File: config.mk
export PLATFORM = sky130hd
export DESIGN_NAME = owd_monitor
export DESIGN_NICKNAME = d
export VERILOG_FILES = /design/src/rtl/owd_pkg.sv /design/src/rtl/owd_edge_detect.sv /design/src/rtl/owd_timeout.sv /design/src/rtl/owd_clk_switch.sv /design/src/rtl/owd_monitor.sv
export SDC_FILE = /design/constraint.sdc
export NUM_CORES = 1
export LEC_CHECK = 0
export CAP_MARGIN = 20
export CORE_AREA = 4 4 41 43
export CTS_CLUSTER_DIAMETER = 40
export DETAILED_ROUTE_END_ITERATION = 8
export DIE_AREA = 0 0 45 47
export PLACE_DENSITY_LB_ADDON = 0.15
export SLEW_MARGIN = 5
export SYNTH_ARGS = -nofsm -noshare
export SYNTH_HDL_FRONTEND = slang
export SYNTH_SLANG_ARGS = --single-unit
File: constraint.sdc
create_clock -name ref_clk -period 2.6 [get_ports ref_clk]
set_clock_uncertainty 0.15 [all_clocks]
set_input_delay 0.52 -clock ref_clk [delete_from_list [all_inputs] [get_ports ref_clk]]
set_output_delay 0.52 -clock ref_clk [all_outputs]
set_load 0.05 [all_outputs]
File: src/rtl/owd_pkg.sv
package owd_pkg;

    typedef enum logic {
        SRC_EXT = 1'b0,
        SRC_REF = 1'b1
    } clk_src_e;

    typedef struct packed {
        logic failed;
        logic fail_now;
    } owd_status_t;

    function automatic int cnt_bits(input int limit);
        return (limit < 2) ? 1 : $clog2(limit + 1);
    endfunction

endpackage

File: src/rtl/owd_edge_detect.sv
module owd_edge_detect #(
    parameter int SYNC_STAGES = 2
) (
    input  logic clk,
    input  logic rst,
    input  logic async_in,
    output logic toggle
);
    logic [SYNC_STAGES-1:0] sync_q;
    logic                   last_q;

    for (genvar g = 0; g < SYNC_STAGES; g++) begin : g_stage
        if (g == 0) begin : g_first
            always_ff @(posedge clk) begin
                if (rst) sync_q[0] <= 1'b0;
                else     sync_q[0] <= async_in;
            end
        end else begin : g_next
            always_ff @(posedge clk) begin
                if (rst) sync_q[g] <= 1'b0;
                else     sync_q[g] <= sync_q[g-1];
            end
        end
    end

    always_ff @(posedge clk) begin
        if (rst) last_q <= 1'b0;
        else     last_q <= sync_q[SYNC_STAGES-1];
    end

    assign toggle = sync_q[SYNC_STAGES-1] ^ last_q;
endmodule

File: src/rtl/owd_timeout.sv
module owd_timeout
    import owd_pkg::*;
#(
    parameter int TIMEOUT = 16
) (
    input  logic                         clk,
    input  logic                         rst,
    input  logic                         enable,
    input  logic                         clear,
    output owd_status_t                  status,
    output logic [cnt_bits(TIMEOUT)-1:0] count
);
    localparam int CW = cnt_bits(TIMEOUT);
    localparam logic [CW-1:0] LAST = CW'(TIMEOUT - 1);
    localparam logic [CW-1:0] SAT  = CW'(TIMEOUT);

    logic [CW-1:0] cnt_q;
    logic          failed_q;
    logic          expire;

    assign expire = !failed_q && enable && !clear && (cnt_q == LAST);

    always_ff @(posedge clk) begin
        if (rst) begin
            cnt_q    <= '0;
            failed_q <= 1'b0;
        end else if (!failed_q) begin
            if (!enable || clear) begin
                cnt_q <= '0;
            end else if (cnt_q == LAST) begin
                cnt_q    <= SAT;
                failed_q <= 1'b1;
            end else begin
                cnt_q <= cnt_q + 1'b1;
            end
        end
    end

    assign status.failed   = failed_q;
    assign status.fail_now = expire;
    assign count           = cnt_q;
endmodule

File: src/rtl/owd_clk_switch.sv
module owd_clk_switch
    import owd_pkg::*;
#(
    parameter int GATE_STAGES = 2
) (
    input  logic     ref_clk,
    input  logic     ext_clk,
    input  logic     rst,
    input  clk_src_e src,
    output logic     ext_gate,
    output logic     ref_gate,
    output logic     sys_clk
);
    logic [GATE_STAGES-1:0] gate_q;

    // The external path closes only after the external clock has been
    // static for the full timeout, so closing it cannot cut a pulse short.
    assign ext_gate = (src == SRC_EXT);

    for (genvar g = 0; g < GATE_STAGES; g++) begin : g_gate
        if (g == 0) begin : g_first
            always_ff @(negedge ref_clk) begin
                if (rst) gate_q[0] <= 1'b0;
                else     gate_q[0] <= (src == SRC_REF);
            end
        end else begin : g_next
            always_ff @(negedge ref_clk) begin
                if (rst) gate_q[g] <= 1'b0;
                else     gate_q[g] <= gate_q[g-1];
            end
        end
    end

    assign ref_gate = gate_q[GATE_STAGES-1];
    assign sys_clk  = (ext_clk & ext_gate) | (ref_clk & ref_gate);
endmodule

File: src/rtl/owd_monitor.sv
module owd_monitor
    import owd_pkg::*;
#(
    parameter int TIMEOUT     = 16,
    parameter int SYNC_STAGES = 2,
    parameter int GATE_STAGES = 2
) (
    input  logic ref_clk,
    input  logic ext_clk,
    input  logic rst,
    input  logic cfg_disable,
    input  logic irq_clr,
    output logic sys_clk,
    output logic src_is_ref,
    output logic osc_en,
    output logic irq
);
    localparam int CW = cnt_bits(TIMEOUT);

    logic          ext_toggle;
    owd_status_t   status;
    logic [CW-1:0] tmo_count;
    clk_src_e      src;
    logic          ext_gate;
    logic          ref_gate;
    logic          irq_q;

    owd_edge_detect #(.SYNC_STAGES(SYNC_STAGES)) u_edge (
        .clk      (ref_clk),
        .rst      (rst),
        .async_in (ext_clk),
        .toggle   (ext_toggle)
    );

    owd_timeout #(.TIMEOUT(TIMEOUT)) u_tmo (
        .clk    (ref_clk),
        .rst    (rst),
        .enable (!cfg_disable),
        .clear  (ext_toggle),
        .status (status),
        .count  (tmo_count)
    );

    assign src = status.failed ? SRC_REF : SRC_EXT;

    owd_clk_switch #(.GATE_STAGES(GATE_STAGES)) u_sw (
        .ref_clk  (ref_clk),
        .ext_clk  (ext_clk),
        .rst      (rst),
        .src      (src),
        .ext_gate (ext_gate),
        .ref_gate (ref_gate),
        .sys_clk  (sys_clk)
    );

    always_ff @(posedge ref_clk) begin
        if (rst)                  irq_q <= 1'b0;
        else if (status.fail_now) irq_q <= 1'b1;
        else if (irq_clr)         irq_q <= 1'b0;
    end

    assign irq        = irq_q;
    assign src_is_ref = (src == SRC_REF);
    assign osc_en     = !cfg_disable || status.failed;
endmodule

# Yosys cells after proc, flatten, opt, wreduce, memory -nomap -nowiden
# Index checks and enable logic that the tools add are counted.
[classes]
n_mux = 8
n_reduce_logical = 9
n_bitwise = 5
addsub = 1
eq_ne = 1
[op_table]
columns = ["cell", "count"]
rows = [
  ["$mux W5", 2],
  ["$mux W1", 6],
  ["$add A5 B1 Y5 const B", 1],
  ["$eq A5 B4 Y1 const B", 1],
  ["$logic_and A1 B1 Y1", 3],
  ["$logic_not A1 Y1", 3],
  ["$and A1 B1 Y1", 2],
  ["$logic_or A1 B1 Y1", 2],
  ["$reduce_bool A2 Y1", 1],
  ["$not A1 Y1", 1],
  ["$or A1 B1 Y1", 1],
  ["$xor A1 B1 Y1", 1],
]
[word_totals]
output_inout_bits = 4
in_bits = 5
regBits = 12
word_cells = 32

# Logic depth before layout (Yosys ltp)
[depth]
depth_word = 5
depth_mapped = 6
ltp_nobuf = 6

# By module
# From an unflattened synthesis, not the netlist that was laid out.
[unflattened]
cells_unflattened = 53
area_unflattened_um2 = 520.5
[by_module_without_submodules]
columns = ["module", "n_inst", "cells_per_inst", "area_each_um2", "seq_area_each_um2"]
rows = [
  ["owd_timeout", 1, 33, 317.8, 120.1],
  ["owd_edge_detect", 1, 7, 87.6, 60.1],
  ["owd_clk_switch", 1, 7, 66.3, 40.0],
  ["owd_monitor", 1, 6, 48.8, 20.0],
]

==> metrics.txt <==
final setup fails=2; Synth area leaders=sky130_fd_sc_hd__dfxtp_1, sky130_fd_sc_hd__nor2b_1, sky130_fd_sc_hd__nand2_1, sky130_fd_sc_hd__a21oi_1, sky130_fd_sc_hd__ha_1; number of cells in the finished layout apart from fillers=90; Placement Rows=13; number of antenna cells inserted=0; top fanout value on the critical path=1; relative area change from synthesis to final layout=38.46%; vias in the first global route=439; net count reported at finish=83; violated checks=setup timing; class of the most critical setup path=reg2out; max-cap viol count=0; Die Outline Area=2115 µm²; number of antenna violations at the first check in global routing=0; Worst setup SP type=register; dpl ws=-0.5700 ns; post-detail-place hpwl=687.5 µm; Iter 0 DRT Violations=2; post-synth top area share=47.64%; Worst Path Required=1.93 ns; # fillers=137; fraction of synthesis flops using an asynchronous set or reset pin=0%; max-slew violation total from the final report=0; Remaining DRCs=0; Synth Warn #=0; crit path capture type=output pin; CP arrival=2.35 ns; gr ovfl total=0; Buffers on Ports=8; cell area after synthesis=504.2 µm²; Total Wirelength=970 µm; Multi-input gate area=247.7 µm²; Net Count, Synth=64; first-pass iteration count of the detailed router=2; most area-hungry cell type in the Yosys netlist=sky130_fd_sc_hd__dfxtp_1; Max VDD drop=0.2317 mV; average cell area after synthesis=8.846 µm²; R2R Setup Slk=0.59 ns; outcome=finished, violations left; final weighted congestion in routability-driven placement=0.7427; die width=45 µm; share of synthesized area occupied by flip-flops and latches=47.64%; headroom to the max-slew limit=67.27%; cell total after placement=82; class of the tightest hold or removal check=reg2reg; number of endpoints with negative hold slack in the final report=0; total number of vias=444; Final Util=53.65%; wire length per cell=10.78 µm; global-route wire length before repair=1690 µm; number of routed nets with antenna violations=0; latest clock arrival within the worst-skew pair=0.39 ns; setup_tns=-0.4212 ns; maximum number of pins on one net before global-route repair=12; post-synthesis cell count=57; height of the chip=47 µm; sequential cell area=241.5 µm²; overall track demand over capacity in global routing=11.89%; Initial Utilization=38.75%; Leakage=0.2851 nW; final setup slack of the worst path=-0.4212 ns; Top Ports=9; EDFF count, synth=0; power density normalized to cell area=606.0 nW/µm²; post-synthesis sequential element count=12; prevailing post-synth register cell=sky130_fd_sc_hd__dfxtp_1; clock-pin transition on the worst setup and hold timing paths=0.03 ns; Core ar.=1301 µm²; worst setup path startpoint=u_sw.ref_gate$_SDFF_NP0_; clock tree from TritonCTS=yes; actual slew at the worst max-slew pin=0.4894 ns; Hold Crit Start=u_sw.gate_q[0]$_SDFF_NP0_; share of cells above drive strength 1=22.67%; reg-to-reg startpoint=u_tmo.failed_q$_SDFF_PP0_; count of cell types in the netlist=21; unrepaired setup endpoints after global routing=yes; number of vias per cell=4.933
[kinds of logic (layout without fill, tap and decap cells)]
kind of cell             after synthesis  in the layout  synth area share, %
buffers and inverters                  6             24                4.466
AO/OA/AOI/OAI                          9              9                10.92
XOR/XNOR                               1              1                3.227
AND/OR/NAND/NOR                       27             27                28.78
flip-flops                            12             12                47.64
adder cells (fa/ha/maj)                2              2                4.962
[state kept, by name (all words and copies together), names as in the netlist]
register and flops:
u_tmo.count 5, u_edge.sync_q 2, irq 1, u_edge.last_q 1
u_sw.gate_q 1, u_sw.ref_gate 1, u_tmo.failed_q 1
[path summary, 6_finish.rpt]
check,end,depth (start not counted)
setup / recovery,sys_clk,3
hold / removal,u_sw.ref_gate$_SDFF_NP0_,1
setup reg to reg,u_sw.gate_q[0]$_SDFF_NP0_,1
hold reg to reg,u_sw.ref_gate$_SDFF_NP0_,1
[where the power goes]
part	internal, mW	switching (mW)	leakage [nW]
registers	0.187	0.00230	0.0979
logic	0.0158	0.0140	0.139
clock network	0.113	0.0907	0.0483
[layer usage]
| metal | vias up | share of wire [%] | track usage, % |
|---|---|---|---|
| met5 | - | 0 | 0 |
| met4 | 0 | 3.5 | 14.04 |
| met3 | 5 | 8.2 | 5.364 |
| met2 | 13 | 35 | 14.12 |
| met1 | 197 | 53 | 14.22 |
| li1 | 229 | - | - |
[critical path: stages, from the launching register on]
cell	delay (ns)
sky130_fd_sc_hd__dfxtp_2	0.32
sky130_fd_sc_hd__nand2_2	0.05
sky130_fd_sc_hd__o21ai_2	0.06
sky130_fd_sc_hd__buf_6	0.18
[layout by cell type (no fill, tap or decap), drive strengths merged, types with 2 or more instances in the layout]
cell and instances:
clkdlybuf4s50 6, clkbuf 6, nand4 2, ha 2, nand2 8, nand2b 2
nor2 3, buf 6, nor2b 5, a21oi 5, and3 2, dfxtp 12
inv 5
[Yosys cell counts, types with 2 or more instances]
| library cell | count |
|---|---|
| sky130_fd_sc_hd__inv_1 | 4 |
| sky130_fd_sc_hd__nor2b_1 | 5 |
| sky130_fd_sc_hd__nor2_1 | 3 |
| sky130_fd_sc_hd__dfxtp_1 | 12 |
| sky130_fd_sc_hd__ha_1 | 2 |
| sky130_fd_sc_hd__nand2b_1 | 2 |
| sky130_fd_sc_hd__a21oi_1 | 5 |
| sky130_fd_sc_hd__clkbuf_1 | 2 |
| sky130_fd_sc_hd__nand4_1 | 2 |
| sky130_fd_sc_hd__and3_1 | 2 |
| sky130_fd_sc_hd__nand2_1 | 8 |
[layout make-up]
cell class	instances	area share [%]
clock buffers	7	8.065
clock inverters	3	1.792
inverters	3	1.613
multi-input cells	39	35.48
flip-flops and latches	12	34.59
well taps	15	2.688
repair buffers	11	15.77
[stage by stage]
step	total power [mW]	instance area [µm²]	hold slack, ns
2_1_floorplan	0.2188	508.0	0.2638
3_3_place_gp	0.2360	639.4	0.2712
3_5_place_dp	0.2359	639.4	0.2821
4_1_cts	0.4297	698.2	0.2906
5_1_grt	0.4560	698.2	0.2983
6_report	0.4231	698.2	0.2816
[what timing repair did]
action / in CTS / in global routing
setup endpoints to repair: 3 / 2
buffers inserted: 0 / 0
gates cloned: 0 / 0
endpoints found under the hold margin: 0 / 0
hold buffers: 0 / 0
resized for setup: 9 / 0
Note: power is estimated with default switching activity, not from simulation.
